File: src/rtl/swc_pkg.sv
package swc_pkg;

    typedef enum logic [1:0] {
        ST_RUN   = 2'd0,
        ST_SLEEP = 2'd1,
        ST_STEP  = 2'd2
    } swc_state_e;

    typedef enum logic [2:0] {
        CAUSE_NONE  = 3'd0,
        CAUSE_RESET = 3'd1,
        CAUSE_WDT   = 3'd2,
        CAUSE_EXT   = 3'd3,
        CAUSE_PER   = 3'd4
    } wake_cause_e;

    typedef struct packed {
        logic        hit;
        logic        is_reset;
        wake_cause_e cause;
    } wake_req_t;

    // Fixed priority: reset class, then watchdog, external, peripheral.
    function automatic wake_req_t classify_wake(
        input logic rst_any,
        input logic wdt_any,
        input logic ext_any,
        input logic per_any
    );
        wake_req_t r;
        r.hit      = rst_any | wdt_any | ext_any | per_any;
        r.is_reset = rst_any;
        if (rst_any)      r.cause = CAUSE_RESET;
        else if (wdt_any) r.cause = CAUSE_WDT;
        else if (ext_any) r.cause = CAUSE_EXT;
        else if (per_any) r.cause = CAUSE_PER;
        else              r.cause = CAUSE_NONE;
        return r;
    endfunction

endpackage

File: src/rtl/swc_wake_detect.sv
module swc_wake_detect
    import swc_pkg::*;
#(
    parameter int NEXT = 2,
    parameter int NPER = 4
) (
    input  logic            pin_rst_req_i,
    input  logic            pin_rst_en_i,
    input  logic            bor_req_i,
    input  logic            bor_en_i,
    input  logic            por_req_i,
    input  logic            wdt_timeout_i,
    input  logic [NEXT-1:0] ext_flag_i,
    input  logic [NEXT-1:0] ext_en_i,
    input  logic [NPER-1:0] per_flag_i,
    input  logic [NPER-1:0] per_en_i,
    output wake_req_t       req_o
);
    logic [NEXT-1:0] ext_live;
    logic [NPER-1:0] per_live;

    for (genvar i = 0; i < NEXT; i++) begin : g_ext
        assign ext_live[i] = ext_flag_i[i] & ext_en_i[i];
    end
    for (genvar j = 0; j < NPER; j++) begin : g_per
        assign per_live[j] = per_flag_i[j] & per_en_i[j];
    end

    logic rst_any;
    assign rst_any = (pin_rst_req_i & pin_rst_en_i) | (bor_req_i & bor_en_i) | por_req_i;

    assign req_o = classify_wake(rst_any, wdt_timeout_i, |ext_live, |per_live);
endmodule

File: src/rtl/swc_fsm.sv
module swc_fsm
    import swc_pkg::*;
(
    input  logic      clk,
    input  logic      rst,
    input  logic      sleep_exec_i,
    input  wake_req_t req_i,
    input  logic      gie_i,
    output logic      sleep_take_o,
    output logic      wake_take_o,
    output logic      cpu_clk_en_o,
    output logic      wdt_clear_o,
    output logic      dev_reset_o,
    output logic      resume_o,
    output logic      vector_o
);
    swc_state_e st_q, st_d;

    assign sleep_take_o = (st_q == ST_RUN) && sleep_exec_i;
    assign wake_take_o  = req_i.hit && ((st_q == ST_SLEEP) || sleep_take_o);
    assign cpu_clk_en_o = (st_q != ST_SLEEP);

    always_comb begin
        st_d = st_q;
        unique case (st_q)
            ST_RUN:   if (sleep_take_o) st_d = req_i.hit ? (req_i.is_reset ? ST_RUN : ST_STEP) : ST_SLEEP;
            ST_SLEEP: if (req_i.hit)    st_d = req_i.is_reset ? ST_RUN : ST_STEP;
            ST_STEP:  st_d = ST_RUN;
            default:  st_d = ST_RUN;
        endcase
    end

    always_ff @(posedge clk) begin
        if (rst) begin
            st_q        <= ST_RUN;
            wdt_clear_o <= 1'b0;
            dev_reset_o <= 1'b0;
            resume_o    <= 1'b0;
            vector_o    <= 1'b0;
        end else begin
            st_q        <= st_d;
            wdt_clear_o <= sleep_take_o | wake_take_o;
            dev_reset_o <= wake_take_o & req_i.is_reset;
            resume_o    <= wake_take_o & ~req_i.is_reset;
            vector_o    <= (st_q == ST_STEP) & gie_i;
        end
    end

    a_r2_gate_after_sleep: assert property (@(posedge clk) disable iff (rst)
        (sleep_take_o && !req_i.hit) |=> !cpu_clk_en_o);
    a_r11_no_gate_when_pending: assert property (@(posedge clk) disable iff (rst)
        (sleep_take_o && req_i.hit) |=> cpu_clk_en_o);
    a_r9_clear_on_wake: assert property (@(posedge clk) disable iff (rst)
        (resume_o || dev_reset_o) |-> wdt_clear_o);
    a_r8_vector_follows_resume: assert property (@(posedge clk) disable iff (rst)
        vector_o |-> $past(resume_o));
    a_r4_reset_releases_clock: assert property (@(posedge clk) disable iff (rst)
        dev_reset_o |-> cpu_clk_en_o);
endmodule

File: src/rtl/swc_status.sv
module swc_status
    import swc_pkg::*;
(
    input  logic        clk,
    input  logic        rst,
    input  logic        sleep_take_i,
    input  logic        wake_take_i,
    input  wake_req_t   req_i,
    output logic        pd_o,
    output logic        to_o,
    output wake_cause_e cause_o
);
    always_ff @(posedge clk) begin
        if (rst) begin
            pd_o    <= 1'b1;
            to_o    <= 1'b1;
            cause_o <= CAUSE_NONE;
        end else begin
            if (sleep_take_i) begin
                pd_o <= 1'b0;
                to_o <= 1'b1;
            end
            if (wake_take_i) cause_o <= req_i.cause;
        end
    end

    a_r3_flags_on_sleep: assert property (@(posedge clk) disable iff (rst)
        sleep_take_i |=> (!pd_o && to_o));
endmodule

File: src/rtl/sleep_wake_ctrl.sv
module sleep_wake_ctrl
    import swc_pkg::*;
#(
    parameter int NEXT = 2,
    parameter int NPER = 4
) (
    input  logic            clk,
    input  logic            rst,
    input  logic            sleep_exec_i,
    input  logic            pin_rst_req_i,
    input  logic            pin_rst_en_i,
    input  logic            bor_req_i,
    input  logic            bor_en_i,
    input  logic            por_req_i,
    input  logic            wdt_timeout_i,
    input  logic [NEXT-1:0] ext_irq_flag_i,
    input  logic [NEXT-1:0] ext_irq_en_i,
    input  logic [NPER-1:0] per_irq_flag_i,
    input  logic [NPER-1:0] per_irq_en_i,
    input  logic            gie_i,
    output logic            cpu_clk_en_o,
    output logic            pd_flag_o,
    output logic            to_flag_o,
    output logic            wdt_clear_o,
    output logic            dev_reset_o,
    output logic            resume_o,
    output logic            vector_o,
    output logic [2:0]      wake_cause_o
);
    wake_req_t   req;
    logic        sleep_take, wake_take;
    wake_cause_e cause;

    swc_wake_detect #(.NEXT(NEXT), .NPER(NPER)) u_detect (
        .pin_rst_req_i(pin_rst_req_i),
        .pin_rst_en_i (pin_rst_en_i),
        .bor_req_i    (bor_req_i),
        .bor_en_i     (bor_en_i),
        .por_req_i    (por_req_i),
        .wdt_timeout_i(wdt_timeout_i),
        .ext_flag_i   (ext_irq_flag_i),
        .ext_en_i     (ext_irq_en_i),
        .per_flag_i   (per_irq_flag_i),
        .per_en_i     (per_irq_en_i),
        .req_o        (req)
    );

    swc_fsm u_fsm (
        .clk         (clk),
        .rst         (rst),
        .sleep_exec_i(sleep_exec_i),
        .req_i       (req),
        .gie_i       (gie_i),
        .sleep_take_o(sleep_take),
        .wake_take_o (wake_take),
        .cpu_clk_en_o(cpu_clk_en_o),
        .wdt_clear_o (wdt_clear_o),
        .dev_reset_o (dev_reset_o),
        .resume_o    (resume_o),
        .vector_o    (vector_o)
    );

    swc_status u_status (
        .clk         (clk),
        .rst         (rst),
        .sleep_take_i(sleep_take),
        .wake_take_i (wake_take),
        .req_i       (req),
        .pd_o        (pd_flag_o),
        .to_o        (to_flag_o),
        .cause_o     (cause)
    );

    assign wake_cause_o = cause;

    a_r10_reset_cause_matches_pulse: assert property (@(posedge clk) disable iff (rst)
        dev_reset_o |-> (wake_cause_o == CAUSE_RESET));
    a_r6_resume_cause_is_irq: assert property (@(posedge clk) disable iff (rst)
        resume_o |-> (wake_cause_o != CAUSE_RESET && wake_cause_o != CAUSE_NONE));
endmodule

File: config.mk
export PLATFORM = sky130hd
export DESIGN_NAME = sleep_wake_ctrl
export DESIGN_NICKNAME = d
export VERILOG_FILES = /design/src/rtl/swc_pkg.sv /design/src/rtl/swc_wake_detect.sv /design/src/rtl/swc_fsm.sv /design/src/rtl/swc_status.sv /design/src/rtl/sleep_wake_ctrl.sv
export SDC_FILE = /design/constraint.sdc
export NUM_CORES = 1
export LEC_CHECK = 0
export CORE_UTILIZATION = 29
export CTS_CLUSTER_SIZE = 14
export DETAILED_ROUTE_END_ITERATION = 6
export GPL_ROUTABILITY_DRIVEN = 0
export PLACE_DENSITY = 0.72
export SYNTH_ARGS = -nofsm -noshare
export SYNTH_HDL_FRONTEND = slang
export SYNTH_HIERARCHICAL = 1
export SYNTH_SLANG_ARGS = --single-unit
File: constraint.sdc
create_clock -name clk -period 1.5 [get_ports clk]
set_clock_uncertainty 0.2 [all_clocks]
set_input_delay 0.3 -clock clk [delete_from_list [all_inputs] [get_ports clk]]
set_output_delay 0.3 -clock clk [all_outputs]
set_load 0.005 [all_outputs]
==> flow_summary.rst, run 1 <==
.. list-table::
   :header-rows: 1

   * - Metric
     - Value
   * - Data arrival at the endpoint of the critical path
     - 1.38 ns
   * - Average detailed-routed wire length per instance
     - 11.2 µm
   * - Global route overflow
     - 0
   * - Shortest period the worst path allows
     - 1.43 ns
   * - Flops & latches, synth
     - 10
   * - Worst slack, placed
     - -0.444 ns
   * - Core ar.
     - roughly 1400 µm²
   * - Number of buffers added by the clock tree synthesis step
     - 3
   * - Via count of the first global-routing pass
     - 514
   * - Max VDD drop
     - 652 µV
   * - Via Count
     - 515
   * - HP Start
     - u_status/pd_o
   * - Row count
     - 13
   * - Iter 0 DRT Violations
     - 2
   * - Synth area leaders
     - sky130_fd_sc_hd__dfxtp_1, sky130_fd_sc_hd__mux2i_1, sky130_fd_sc_hd__a22oi_1, sky130_fd_sc_hd__nor2_1, sky130_fd_sc_hd__nor4_1
   * - Antenna diode instance count
     - 0
   * - Top achievable clock speed
     - around 700 MHz
   * - Final routed wirelength across all metal layers
     - 1190 µm
   * - Most common cell in the netlist
     - sky130_fd_sc_hd__dfxtp_1
   * - Post-synth top cells
     - sky130_fd_sc_hd__dfxtp_1, sky130_fd_sc_hd__nor2_1, sky130_fd_sc_hd__mux2i_1
   * - Height of the die
     - 41.5 µm
   * - Detailed-router iteration count before antenna repair
     - 2
   * - R2R setup slack
     - 0.15 ns
   * - Total number of yosys warnings
     - 6
   * - Placed inst area
     - 881 µm²
   * - Number of flops mapped to enable cells by yosys
     - 0
   * - Clock sink total
     - 10
   * - I/O pin count
     - 32
   * - Final hold violation count
     - 0
   * - Async set-or-reset flop fraction in the synthesized netlist
     - 0
   * - Via/cell ratio
     - 4.86
   * - Total power consumption of the routed design
     - 602 µW
   * - Area share of the largest cell type after synthesis
     - 0.443
   * - Crit path capture type
     - flip-flop
   * - Initial antenna violation count
     - 0
   * - Number of stages on the worst hold path
     - 1
   * - Critical R2R Capture
     - u_status/cause_o[2]
   * - Number of remaining DRC errors
     - 0
   * - Area growth syn-to-layout
     - 96.7%
   * - Library cell occupying the most area in the post-synthesis netlist
     - sky130_fd_sc_hd__dfxtp_1
   * - Final-layout worst hold slack
     - 0.241 ns
   * - Max-cap violations
     - 0
   * - Total count of max-transition violations in the final report
     - 0
   * - FF-to-FF Start
     - u_fsm/st_q[1]
   * - Setup CP Type
     - primary input to flip-flop
   * - Cell chosen for the clock root
     - sky130_fd_sc_hd__clkbuf_4
   * - Overall Global Routing Usage
     - 0.157
   * - Count of fill cells added during filler insertion
     - 136
   * - P_leak
     - 0.000425 µW
   * - TritonCTS clock tree
     - built
   * - Primary FF master, synth
     - sky130_fd_sc_hd__dfxtp_1
   * - HPWL reported at the end of detailed placement
     - 927 µm
   * - Clock-pin slew of the registers on the worst-case setup and hold paths
     - 0.06 ns
   * - Count of nets after finishing
     - 115
   * - Hold Path Class
     - flip-flop to flip-flop
   * - Initial Util
     - 0.331
   * - Share of synthesized area occupied by flip-flops and latches
     - 0.443
   * - Worst reg-to-reg path cell count
     - 5
   * - Startpoint type of the worst setup path
     - primary input
   * - Number of hold buffers added after CTS
     - 0
   * - Final Worst Setup Slack
     - about 0.07 ns
   * - First-pass GRT wire length
     - about 2100 µm
   * - Clock latency of the later-clocked register in the worst-skew pair
     - 0.25 ns
   * - H-tree depth reported by CTS
     - 1
   * - Area of the die
     - ~1700 µm²
   * - Clock Tree Buf Depth
     - 2
   * - Number of distinct library cells after synthesis
     - 23
   * - Gate Count Post-Synth
     - between 40 and 50
   * - Final setup violation count
     - 0
   * - Data required time at the worst endpoint
     - about 1.5 ns
   * - Fraction of layout cells with a size suffix above 1
     - 0.396
   * - Chip width
     - around 41 µm
   * - Power density relative to cell area
     - 678 nW/µm²
   * - Share of the clock period used by the worst path
     - 0.953
   * - Total standard cell area after synthesis
     - between 400 and 500 µm²
   * - Largest net degree at the start of global routing
     - 6
   * - Port Buffers
     - 30
   * - Mean instance size in the synthesized netlist
     - between 10 and 15 µm²
   * - Post-route cell area
     - 888 µm²
   * - Status
     - finished, final reports clean
   * - WHS Endpoint
     - u_status/pd_o
   * - Setup repair after global routing missed its margin
     - no
   * - Number of nets with antenna violations after detailed routing
     - 0
   * - Largest fanout of any net on the critical path
     - 3
   * - Syn_nets
     - 66
[sequential cells by signal (all words and copies together), names as in the netlist]
name,flops
u_status/cause_o,3
u_fsm/st_q,2
u_fsm/dev_reset_o,1
u_fsm/resume_o,1
u_fsm/vector_o,1
u_fsm/wdt_clear_o,1
u_status/pd_o,1
[logic make-up after synthesis]
logic type             after synthesis  share of synthesized area
and+or+nand+nor                     16                      0.230
DFF                                 10                      0.443
AOI/OAI and AO/OA                    9                      0.180
muxes                                4                     0.0886
buffers and inverters                4                     0.0498
other                                1                    0.00830
[critical path, cell delays in order]
cell and delay (ns):
sky130_fd_sc_hd__clkdlybuf4s15_1 0.20, sky130_fd_sc_hd__a221oi_4 0.30, sky130_fd_sc_hd__nand4_1 0.15, sky130_fd_sc_hd__nand2b_1 0.16
sky130_fd_sc_hd__nor2_4 0.06, sky130_fd_sc_hd__mux2i_1 0.15, sky130_fd_sc_hd__nor2_1 0.05
[power breakdown]
part | leakage [µW] | switching, µW | internal (µW)
combinational | 0.000328 | 58.6 | 94.0
sequential | 0.0000829 | 3.97 | 278
clock | 0.0000138 | 76.4 | 91.8
[how the worst max path moves through the flow]
stage	from	to	slack [ns]	cells past startpoint
floorplan	pin_rst_req_i	u_status/cause_o[0]	0.004	6
global route	pin_rst_req_i	u_status/cause_o[2]	0.001	7
global placement	pin_rst_req_i	u_status/cause_o[2]	-0.41	7
finish	pin_rst_req_i	u_status/cause_o[2]	0.07	7
CTS	u_fsm/st_q[0]	cpu_clk_en_o	-0.02	2
detailed placement	ext_irq_en_i[0]	u_status/cause_o[2]	-0.44	7
[cell type report]
type,count,area (µm²),share of cell area
clock buffers,3,22.5,0.0254
repair buffers,46,373,0.420
multi-input cells,30,264,0.297
inverters,2,7.51,0.00845
flip-flops and latches,10,203,0.228
well taps,15,18.8,0.0211
[per-stage QoR]
stage | setup TNS (ns) | utilization | instances
global route | 0 | 0.650 | 106
global placement | -2.90 | 0.645 | 101
CTS | -0.0204 | 0.662 | 106
finish | 0 | 0.650 | 106
detailed placement | -3.19 | 0.645 | 101
floorplan | 0 | - | 44
[placed cells by master (no fill, tap or decap), drive strengths merged]
| cell | netlist | layout |
|---|---|---|
| or2b | 1 | 1 |
| clkdlybuf4s15 | 0 | 4 |
| nor3b | 1 | 1 |
| nor3 | 1 | 1 |
| o21ai | 1 | 1 |
| mux2i | 4 | 4 |
| inv | 2 | 2 |
| a21o | 1 | 1 |
| nor4 | 3 | 3 |
| and4bb | 1 | 1 |
| nand2b | 1 | 1 |
| conb | 1 | 1 |
| buf | 2 | 16 |
| nand4 | 1 | 1 |
| a221oi | 2 | 2 |
| a211oi | 1 | 1 |
| dfxtp | 10 | 10 |
| a221o | 1 | 1 |
| clkbuf | 0 | 8 |
| clkdlybuf4s50 | 0 | 3 |
| nor4b | 1 | 1 |
| nor2 | 6 | 6 |
| dlygate4sd2 | 0 | 18 |
| a22oi | 3 | 3 |
[per-layer routing]
metal / vias to the layer above / track usage / routed length, µm
met2: 16 / 0.284 / 638
met3: 2 / 0.0652 / 65
met5: - / 0 / 0
met1: 237 / 0.159 / 471
li1: 260 / - / -
met4: 0 / 0.0581 / 14
[repair_timing]
item	in CTS	in global routing
pin swaps	6	6
setup endpoints to repair	17	6
resized for setup	34	12
buffers inserted	2	0
No activity file was read; power rests on OpenSTA's default activity.
==> run 2, diff against run 1 <==
SLEW_MARGIN = 25   (was unset)
==> results of run 2 <==
No change in the layout: final DEF, timing and power equal those of run 1.
